### config.mk
export PLATFORM = sky130hd
export DESIGN_NAME = rxq_buffer
export DESIGN_NICKNAME = d
export VERILOG_FILES = /design/src/rtl/rxq_pkg.sv /design/src/rtl/rxq_mem.sv /design/src/rtl/rxq_ctl.sv /design/src/rtl/rxq_side.sv /design/src/rtl/rxq_buffer.sv
export SDC_FILE = /design/constraint.sdc
export NUM_CORES = 1
export LEC_CHECK = 0
export BUFFER_PORTS_ARGS = -buffer_cell sky130_fd_sc_hd__buf_2
export CORE_MARGIN = 4
export CORE_UTILIZATION = 55
export CTS_CLUSTER_SIZE = 20
export DETAILED_ROUTE_END_ITERATION = 6
export GPL_ROUTABILITY_DRIVEN = 0
export HOLD_SLACK_MARGIN = 0.03
export PLACE_DENSITY = 0.71
export SLEW_MARGIN = 25
export SYNTH_ARGS = -nofsm -noshare
export SYNTH_HDL_FRONTEND = slang
export SYNTH_SLANG_ARGS = --single-unit
### constraint.sdc
create_clock -name clk -period 7.85 [get_ports clk]
set_input_delay 0.3925 -clock clk [delete_from_list [all_inputs] [get_ports clk]]
set_output_delay 0.3925 -clock clk [all_outputs]
set_load 0.03 [all_outputs]
### src/rtl/rxq_pkg.sv
// Package: word layout shared by the receive queue modules.
// Assumes an 8-bit character with a 4-bit error field above it.
package rxq_pkg;
    localparam int RXQ_CHAR_W = 8;
    localparam int RXQ_ERR_W  = 4;
    localparam int RXQ_WORD_W = RXQ_CHAR_W + RXQ_ERR_W;
    localparam int RXQ_BRK_IDX = 2;   // position of break flag in the error field

    typedef struct packed {
        logic [RXQ_ERR_W-1:0]  err;
        logic [RXQ_CHAR_W-1:0] ch;
    } rxq_word_t;

    // Word stored for a line break: zero character, only the break flag set.
    function automatic rxq_word_t rxq_break_word();
        rxq_word_t w;
        w.ch  = '0;
        w.err = '0;
        w.err[RXQ_BRK_IDX] = 1'b1;
        return w;
    endfunction
endpackage

### src/rtl/rxq_mem.sv
// Module: rxq_mem
// Circular storage for the receive queue. It has one write port and a
// combinational read port. Assumes DEPTH is a power of two so that the
// slot indices wrap naturally. Storage is not reset.
module rxq_mem
    import rxq_pkg::*;
#(
    parameter int DEPTH = 16,
    localparam int PTR_W = $clog2(DEPTH)
) (
    input  logic             clk,
    input  logic             wr_en,
    input  logic [PTR_W-1:0] wr_slot,
    input  rxq_word_t        wr_word,
    input  logic [PTR_W-1:0] rd_slot,
    output rxq_word_t        rd_word
);
    rxq_word_t slots [DEPTH];

    // Write the accepted word into its slot.
    always_ff @(posedge clk) begin
        if (wr_en) begin
            slots[wr_slot] <= wr_word;
        end
    end

    // Present the head word without delay.
    always_comb begin
        rd_word = slots[rd_slot];
    end
endmodule

### src/rtl/rxq_ctl.sv
// Module: rxq_ctl
// Fill count, read slot, ready/full/empty tracking and the flush on a
// mode change. Assumes DEPTH is a power of two. The mode input is
// compared with its previous value, and the reset value of that copy is 0.
module rxq_ctl #(
    parameter int DEPTH = 16,
    localparam int PTR_W = $clog2(DEPTH),
    localparam int CNT_W = $clog2(DEPTH + 1)
) (
    input  logic             clk,
    input  logic             rst_n,
    input  logic             fifo_en_i,
    input  logic             push_req,
    input  logic             pop_req,
    output logic             accept,
    output logic             reject,
    output logic             pop_ok,
    output logic             flush,
    output logic [CNT_W-1:0] cnt_nxt,
    output logic [PTR_W-1:0] wr_slot,
    output logic [PTR_W-1:0] rd_slot,
    output logic             rdy,
    output logic             empty,
    output logic             full
);
    localparam logic [CNT_W-1:0] CNT_MAX = CNT_W'(DEPTH);

    logic             mode_q;
    logic [CNT_W-1:0] count;
    logic             pop_take;

    // Decide readiness, acceptance and the next fill count.
    always_comb begin
        flush    = (fifo_en_i != mode_q);
        rdy      = fifo_en_i ? (count < CNT_MAX) : (count == '0);
        accept   = push_req && rdy && !flush;
        reject   = push_req && !accept;
        pop_ok   = pop_req && !flush;
        pop_take = pop_ok && (count != '0);
        if (flush) begin
            cnt_nxt = '0;
        end else begin
            cnt_nxt = count + CNT_W'(accept) - CNT_W'(pop_take);
        end
        wr_slot = rd_slot + count[PTR_W-1:0];
    end

    // Update mode copy, count and read slot.
    always_ff @(posedge clk) begin
        if (!rst_n) begin
            mode_q  <= 1'b0;
            count   <= '0;
            rd_slot <= '0;
        end else begin
            mode_q <= fifo_en_i;
            count  <= cnt_nxt;
            if (flush) begin
                rd_slot <= '0;
            end else if (pop_take) begin
                rd_slot <= rd_slot + 1'b1;
            end
        end
    end

    // Maintain the full and empty flags on push, pop and flush events.
    always_ff @(posedge clk) begin
        if (!rst_n) begin
            empty <= 1'b1;
            full  <= 1'b0;
        end else if (flush) begin
            empty <= 1'b1;
            full  <= 1'b0;
        end else begin
            if (accept && (!fifo_en_i || cnt_nxt == CNT_MAX)) begin
                full <= 1'b1;
            end else if (pop_ok) begin
                full <= 1'b0;
            end
            if (accept) begin
                empty <= 1'b0;
            end else if (pop_take && cnt_nxt == '0) begin
                empty <= 1'b1;
            end
        end
    end
endmodule

### src/rtl/rxq_side.sv
// Module: rxq_side
// Status capture on pop, the level interrupt against TRIG and the
// overrun strobe. Assumes 1 <= TRIG <= the queue depth.
module rxq_side
    import rxq_pkg::*;
#(
    parameter int CNT_W = 5,
    parameter int TRIG  = 1
) (
    input  logic                 clk,
    input  logic                 rst_n,
    input  logic                 accept,
    input  logic                 reject,
    input  logic                 pop_ok,
    input  logic [CNT_W-1:0]     cnt_nxt,
    input  logic [RXQ_ERR_W-1:0] head_err,
    input  logic                 stat_clr,
    output logic [RXQ_ERR_W-1:0] stat,
    output logic                 irq,
    output logic                 ovr
);
    localparam logic [CNT_W-1:0] LVL_SET = CNT_W'(TRIG);
    localparam logic [CNT_W-1:0] LVL_CLR = CNT_W'(TRIG - 1);

    // Capture the popped error field, or clear on request.
    always_ff @(posedge clk) begin
        if (!rst_n) begin
            stat <= '0;
        end else if (pop_ok) begin
            stat <= head_err;
        end else if (stat_clr) begin
            stat <= '0;
        end
    end

    // Raise or drop the interrupt on exact fill-level crossings.
    always_ff @(posedge clk) begin
        if (!rst_n) begin
            irq <= 1'b0;
        end else if (accept && cnt_nxt == LVL_SET) begin
            irq <= 1'b1;
        end else if (pop_ok && cnt_nxt == LVL_CLR) begin
            irq <= 1'b0;
        end
    end

    // Pulse overrun one cycle after a dropped push.
    always_ff @(posedge clk) begin
        if (!rst_n) begin
            ovr <= 1'b0;
        end else begin
            ovr <= reject;
        end
    end
endmodule

### src/rtl/rxq_buffer.sv
// Module: rxq_buffer (top)
// Receive queue of a serial port: storage, control and side outputs.
// Assumes DEPTH is a power of two and that push, break and pop are
// single-cycle strobes from the deserializer and the register decoder.
module rxq_buffer
    import rxq_pkg::*;
#(
    parameter int DEPTH = 16,
    parameter int TRIG  = 1
) (
    input  logic                  clk,
    input  logic                  rst_n,
    input  logic                  fifo_en_i,
    input  logic                  push_i,
    input  logic [RXQ_WORD_W-1:0] push_word_i,
    input  logic                  brk_i,
    input  logic                  pop_i,
    input  logic                  stat_clr_i,
    output logic                  rdy_o,
    output logic                  empty_o,
    output logic                  full_o,
    output logic [RXQ_WORD_W-1:0] pop_word_o,
    output logic [RXQ_ERR_W-1:0]  stat_o,
    output logic                  rx_irq_o,
    output logic                  ovr_o
);
    localparam int PTR_W = $clog2(DEPTH);
    localparam int CNT_W = $clog2(DEPTH + 1);

    logic             push_req;
    rxq_word_t        in_word;
    rxq_word_t        head_word;
    logic             accept;
    logic             reject;
    logic             pop_ok;
    logic             flush;
    logic [CNT_W-1:0] cnt_nxt;
    logic [PTR_W-1:0] wr_slot;
    logic [PTR_W-1:0] rd_slot;

    // Merge the break strobe with ordinary pushes; break wins.
    always_comb begin
        push_req = push_i || brk_i;
        in_word  = brk_i ? rxq_break_word() : rxq_word_t'(push_word_i);
    end

    rxq_mem #(.DEPTH(DEPTH)) u_mem (
        .clk     (clk),
        .wr_en   (accept),
        .wr_slot (wr_slot),
        .wr_word (in_word),
        .rd_slot (rd_slot),
        .rd_word (head_word)
    );

    rxq_ctl #(.DEPTH(DEPTH)) u_ctl (
        .clk       (clk),
        .rst_n     (rst_n),
        .fifo_en_i (fifo_en_i),
        .push_req  (push_req),
        .pop_req   (pop_i),
        .accept    (accept),
        .reject    (reject),
        .pop_ok    (pop_ok),
        .flush     (flush),
        .cnt_nxt   (cnt_nxt),
        .wr_slot   (wr_slot),
        .rd_slot   (rd_slot),
        .rdy       (rdy_o),
        .empty     (empty_o),
        .full      (full_o)
    );

    rxq_side #(.CNT_W(CNT_W), .TRIG(TRIG)) u_side (
        .clk      (clk),
        .rst_n    (rst_n),
        .accept   (accept),
        .reject   (reject),
        .pop_ok   (pop_ok),
        .cnt_nxt  (cnt_nxt),
        .head_err (head_word.err),
        .stat_clr (stat_clr_i),
        .stat     (stat_o),
        .irq      (rx_irq_o),
        .ovr      (ovr_o)
    );

    // Drive the head word out.
    always_comb begin
        pop_word_o = head_word;
    end
endmodule

==> qor.yml <==
synth_seq_area_share: 0.721
cts_num_sinks: 214
grt_overflow_total: 0
syn-num-nets: 470
synth.largest_area_cell: "sky130_fd_sc_hd__edfxtp_1"
diodes: 0
start_util: 0.564
finalSetupViolCount: 0
antenna_found_initial: 0
gr-usage-all-layers: 0.205
maxCapViolCount: 0
cellLeakagePower_nw: 3.24
fill_cells: 1036
compound_gate_fraction_of_synth_area: 0.0110
core_um2: 15300
crit_type: "flop to flop"
critical_path_cell_sequence: "inv_1 -> ha_1 -> nor3b_1 -> a21oi_1 -> nor3_2 -> inv_2 -> ha_1 -> inv_1 -> ha_1 -> inv_1 -> fa_1 -> xnor2_1 -> nor2_1 -> mux2_2 -> a41o_1 -> a21o_1"
drt-met1-wl_um: 7190
mean_number_of_vias_per_cell: 5.98
status: "complete, no violations"
clk_transition_reported_paths_ps: 60
worst-slew-pin-transition_ps: 1070
num_vias: 4294
report.final.hold_viol_count: 0
finalNetCount: 524
routed-wl-met3_um: 1040
maxSlewHeadroom: 0.285
synth_simple_gate_area_share: 0.0635
worstHoldPathType: "input pin to flop"
core.rowCount: 45
final_period_minus_worst_setup_slack_ps: 3580
number_of_flops_mapped_to_enable_cells_by_yosys: 192
fin_worst_skew_ps: 13.8
synth_top_area_frac: 0.670
rsz_0062_raised_after_global_routing: "no"
ctsLongestPathBuffers: 3
die-width_um: 133
cp_data_arrival_time_ps: 3960
drt-wirelength-per-cell_um: 24.5
post_synth_fa_ha_maj_area_fraction: 0.0192
drcViolationCount: 0
multi_input_area_um2: 2330
final-seq-area_um2: 6210
cts_repair_resize_count: 0
synth.ff_latch_count: 214
worst_hold_startpoint: "push_i"
die_y_um: 133
yosysWarnings: 0
vias_in_the_first_global_route: 4427
hold_path_end: "u_side.ovr"
total_of_buffers_placed_on_input_and_output_ports: 39
synth-main-ff-cell: "sky130_fd_sc_hd__edfxtp_1"
top_level_ports: 40
crit_path_start_kind: "flop"
worst_hold_path.num_cells: 2
detailedRoute.firstIterationViolations: 373
grt_pass1_wl_um: 27200
post_synth_most_frequent_cells: "192 x sky130_fd_sc_hd__edfxtp_1, 40 x sky130_fd_sc_hd__mux4_2, 28 x sky130_fd_sc_hd__nor2_1"
total_cts_buffers: 21
topRoutingLayerUsed: "met4"
totalWireLength_um: 17600
power.total_w: 0.00276
synthDistinctLibCells: 39
end_kind: "flop"
area_growth_from_synthesis_to_layout_pct: 14.4
timing.reg2reg.setup_slack_ps: 4270
p_per_area_nw_per_um2: 281
worst-path-max-fanout: 7
detailed_routed_wire_length_on_met2_um: 9110
timing_max_transition_violations_final: 0
crit-reg2reg-capture: "u_ctl.empty"
final.setup.tns_ps: 0
clock_insertion_delay_worst_skew_ps: 480
fp.dieArea_um2: 17700
clock-root-buffer: "sky130_fd_sc_hd__clkbuf_16"
grt_max_degree: 49
regToRegStartpoint: "u_ctl.count[3]"
synthesis.area_per_instance_um2: 19.6
irDropWorstVdd_mv: 0.166
post_synth_xor_area_fraction: 0.0132
postRouteAntennaNets: 0
final_layout_size_suffix_gt1_frac: 0.278
async_s_r_ff_share_synth: 0
hpwlAfterDp_um: 9790
synth.cell_area_um2: 8610
post_cts_hold_buffer_count: 0
timing.critical_path.slowest_cell_delay_ps: 430
final_min_period_over_clock_period: 0.456
worst_ep_required_time_ps: 8230
mux_contribution_to_synthesized_area: 0.156
tritoncts: "built"
cts_max_level: 1
netlist_top_cells_area: "sky130_fd_sc_hd__edfxtp_1 67%, sky130_fd_sc_hd__mux4_2 10%, sky130_fd_sc_hd__dfxtp_1 5.1%"
critical-path-slowest-cell: "sky130_fd_sc_hd__fa_1"
max_freq_mhz: 279
cts_post_setup_buffers_inserted: 0
worstRegToRegCells: 16
netlist_instances: 439
drt_first_pass_iters: 5
synth.most_common_cell: "sky130_fd_sc_hd__edfxtp_1"
synth_top_family_by_area: "multiplexers"
cell type report:
type	instances	share of cell area
flip-flops and latches	214	0.631
well taps	211	0.0268
multi-input cells	201	0.237
clock buffers	24	0.0545
inverters	8	0.00305
repair buffers	47	0.0259
clock inverters	13	0.0217
worst max-delay path by stage:
stage                   start     endpoint  slack, ps  cells past startpoint
6_report       u_ctl.count[3]  u_ctl.empty       4270                     16
5_1_grt        u_ctl.count[3]  u_ctl.empty       3970                     16
4_1_cts        u_ctl.count[3]  u_ctl.empty       4250                     16
3_5_place_dp   u_ctl.count[3]  u_ctl.empty       4280                     16
3_3_place_gp   u_ctl.count[3]  u_ctl.empty       4400                     16
2_1_floorplan  u_ctl.count[3]  u_ctl.empty       4600                     15
metal layers:
| metal | vias up | GRT usage |
|---|---|---|
| li1 | 1887 | - |
| met3 | 24 | 0.0392 |
| met5 | - | 0 |
| met2 | 136 | 0.348 |
| met4 | 0 | 0.0329 |
| met1 | 2247 | 0.286 |
layout by cell type, fill, tap and decap left out, types with 3 or more instances in the layout:
cell,netlist,final
sky130_fd_sc_hd__nand3_1,6,6
sky130_fd_sc_hd__a21oi_1,5,5
sky130_fd_sc_hd__a21o_1,3,3
sky130_fd_sc_hd__xor2_1,4,4
sky130_fd_sc_hd__nor2_2,0,9
sky130_fd_sc_hd__nor2b_1,14,11
sky130_fd_sc_hd__dfxtp_1,22,19
sky130_fd_sc_hd__edfxtp_1,192,192
sky130_fd_sc_hd__nand2b_1,5,5
sky130_fd_sc_hd__clkinv_2,0,3
sky130_fd_sc_hd__clkbuf_16,0,21
sky130_fd_sc_hd__buf_2,5,39
sky130_fd_sc_hd__clkinv_1,0,3
sky130_fd_sc_hd__nor2b_2,0,3
sky130_fd_sc_hd__buf_4,0,8
sky130_fd_sc_hd__nand4_1,5,5
sky130_fd_sc_hd__mux4_2,40,40
sky130_fd_sc_hd__nor4_2,0,3
sky130_fd_sc_hd__nand4b_1,4,4
sky130_fd_sc_hd__nor2_1,28,18
sky130_fd_sc_hd__mux4_1,16,16
sky130_fd_sc_hd__dfxtp_2,0,3
sky130_fd_sc_hd__xnor2_1,9,9
sky130_fd_sc_hd__inv_1,7,7
sky130_fd_sc_hd__clkbuf_1,7,3
sky130_fd_sc_hd__ha_1,10,10
sky130_fd_sc_hd__bufinv_16,0,6
sky130_fd_sc_hd__nand2_1,26,26
power by group:
part	internal [W]	leakage, nW	switching, W
Clock	0.000687	0.364	0.000397
Sequential	0.00129	1.93	0.0000168
Combinational	0.000146	0.946	0.000230
Total	0.00212	3.24	0.000644
registers in the layout, indices dropped and copies added (netlist names), named ones only:
name and flops:
u_ctl.mode_q 1, u_ctl.full 1, u_mem.slots 192, u_ctl.rd_slot 4
u_ctl.count 5, u_side.ovr 1, u_ctl.empty 1, u_side.irq 1
u_side.stat 4
cell families after synthesis:
logic type	count (synthesis)
flip-flops	214
XOR/XNOR	13
AND/OR/NAND/NOR	105
adder cells (fa/ha/maj)	12
AO/OA/AOI/OAI	13
multiplexers	58
buffers and inverters	24
through the flow:
step	instance area (um^2)	util	setup slack (ps)	cells	hold slack, ps
finish	9840	0.645	4270	718	202
global route	9840	0.645	3970	718	199
CTS	9830	0.644	4250	718	191
detailed placement	9080	0.595	4280	681	474
global placement	9070	0.595	4400	681	469
floorplan	8610	-	4600	439	501
worst max-delay path, delay by kind of cell (launching register included):
family	cells	cell delay, ps
and+or+nand+nor	3	610
buffers and inverters	4	370
xor gates and xnor gates	1	270
DFF	1	340
muxes	1	310
adders and majority gates	4	1040
AOI/OAI and AO/OA	3	530
No activity file was read; power rests on OpenSTA's default activity.
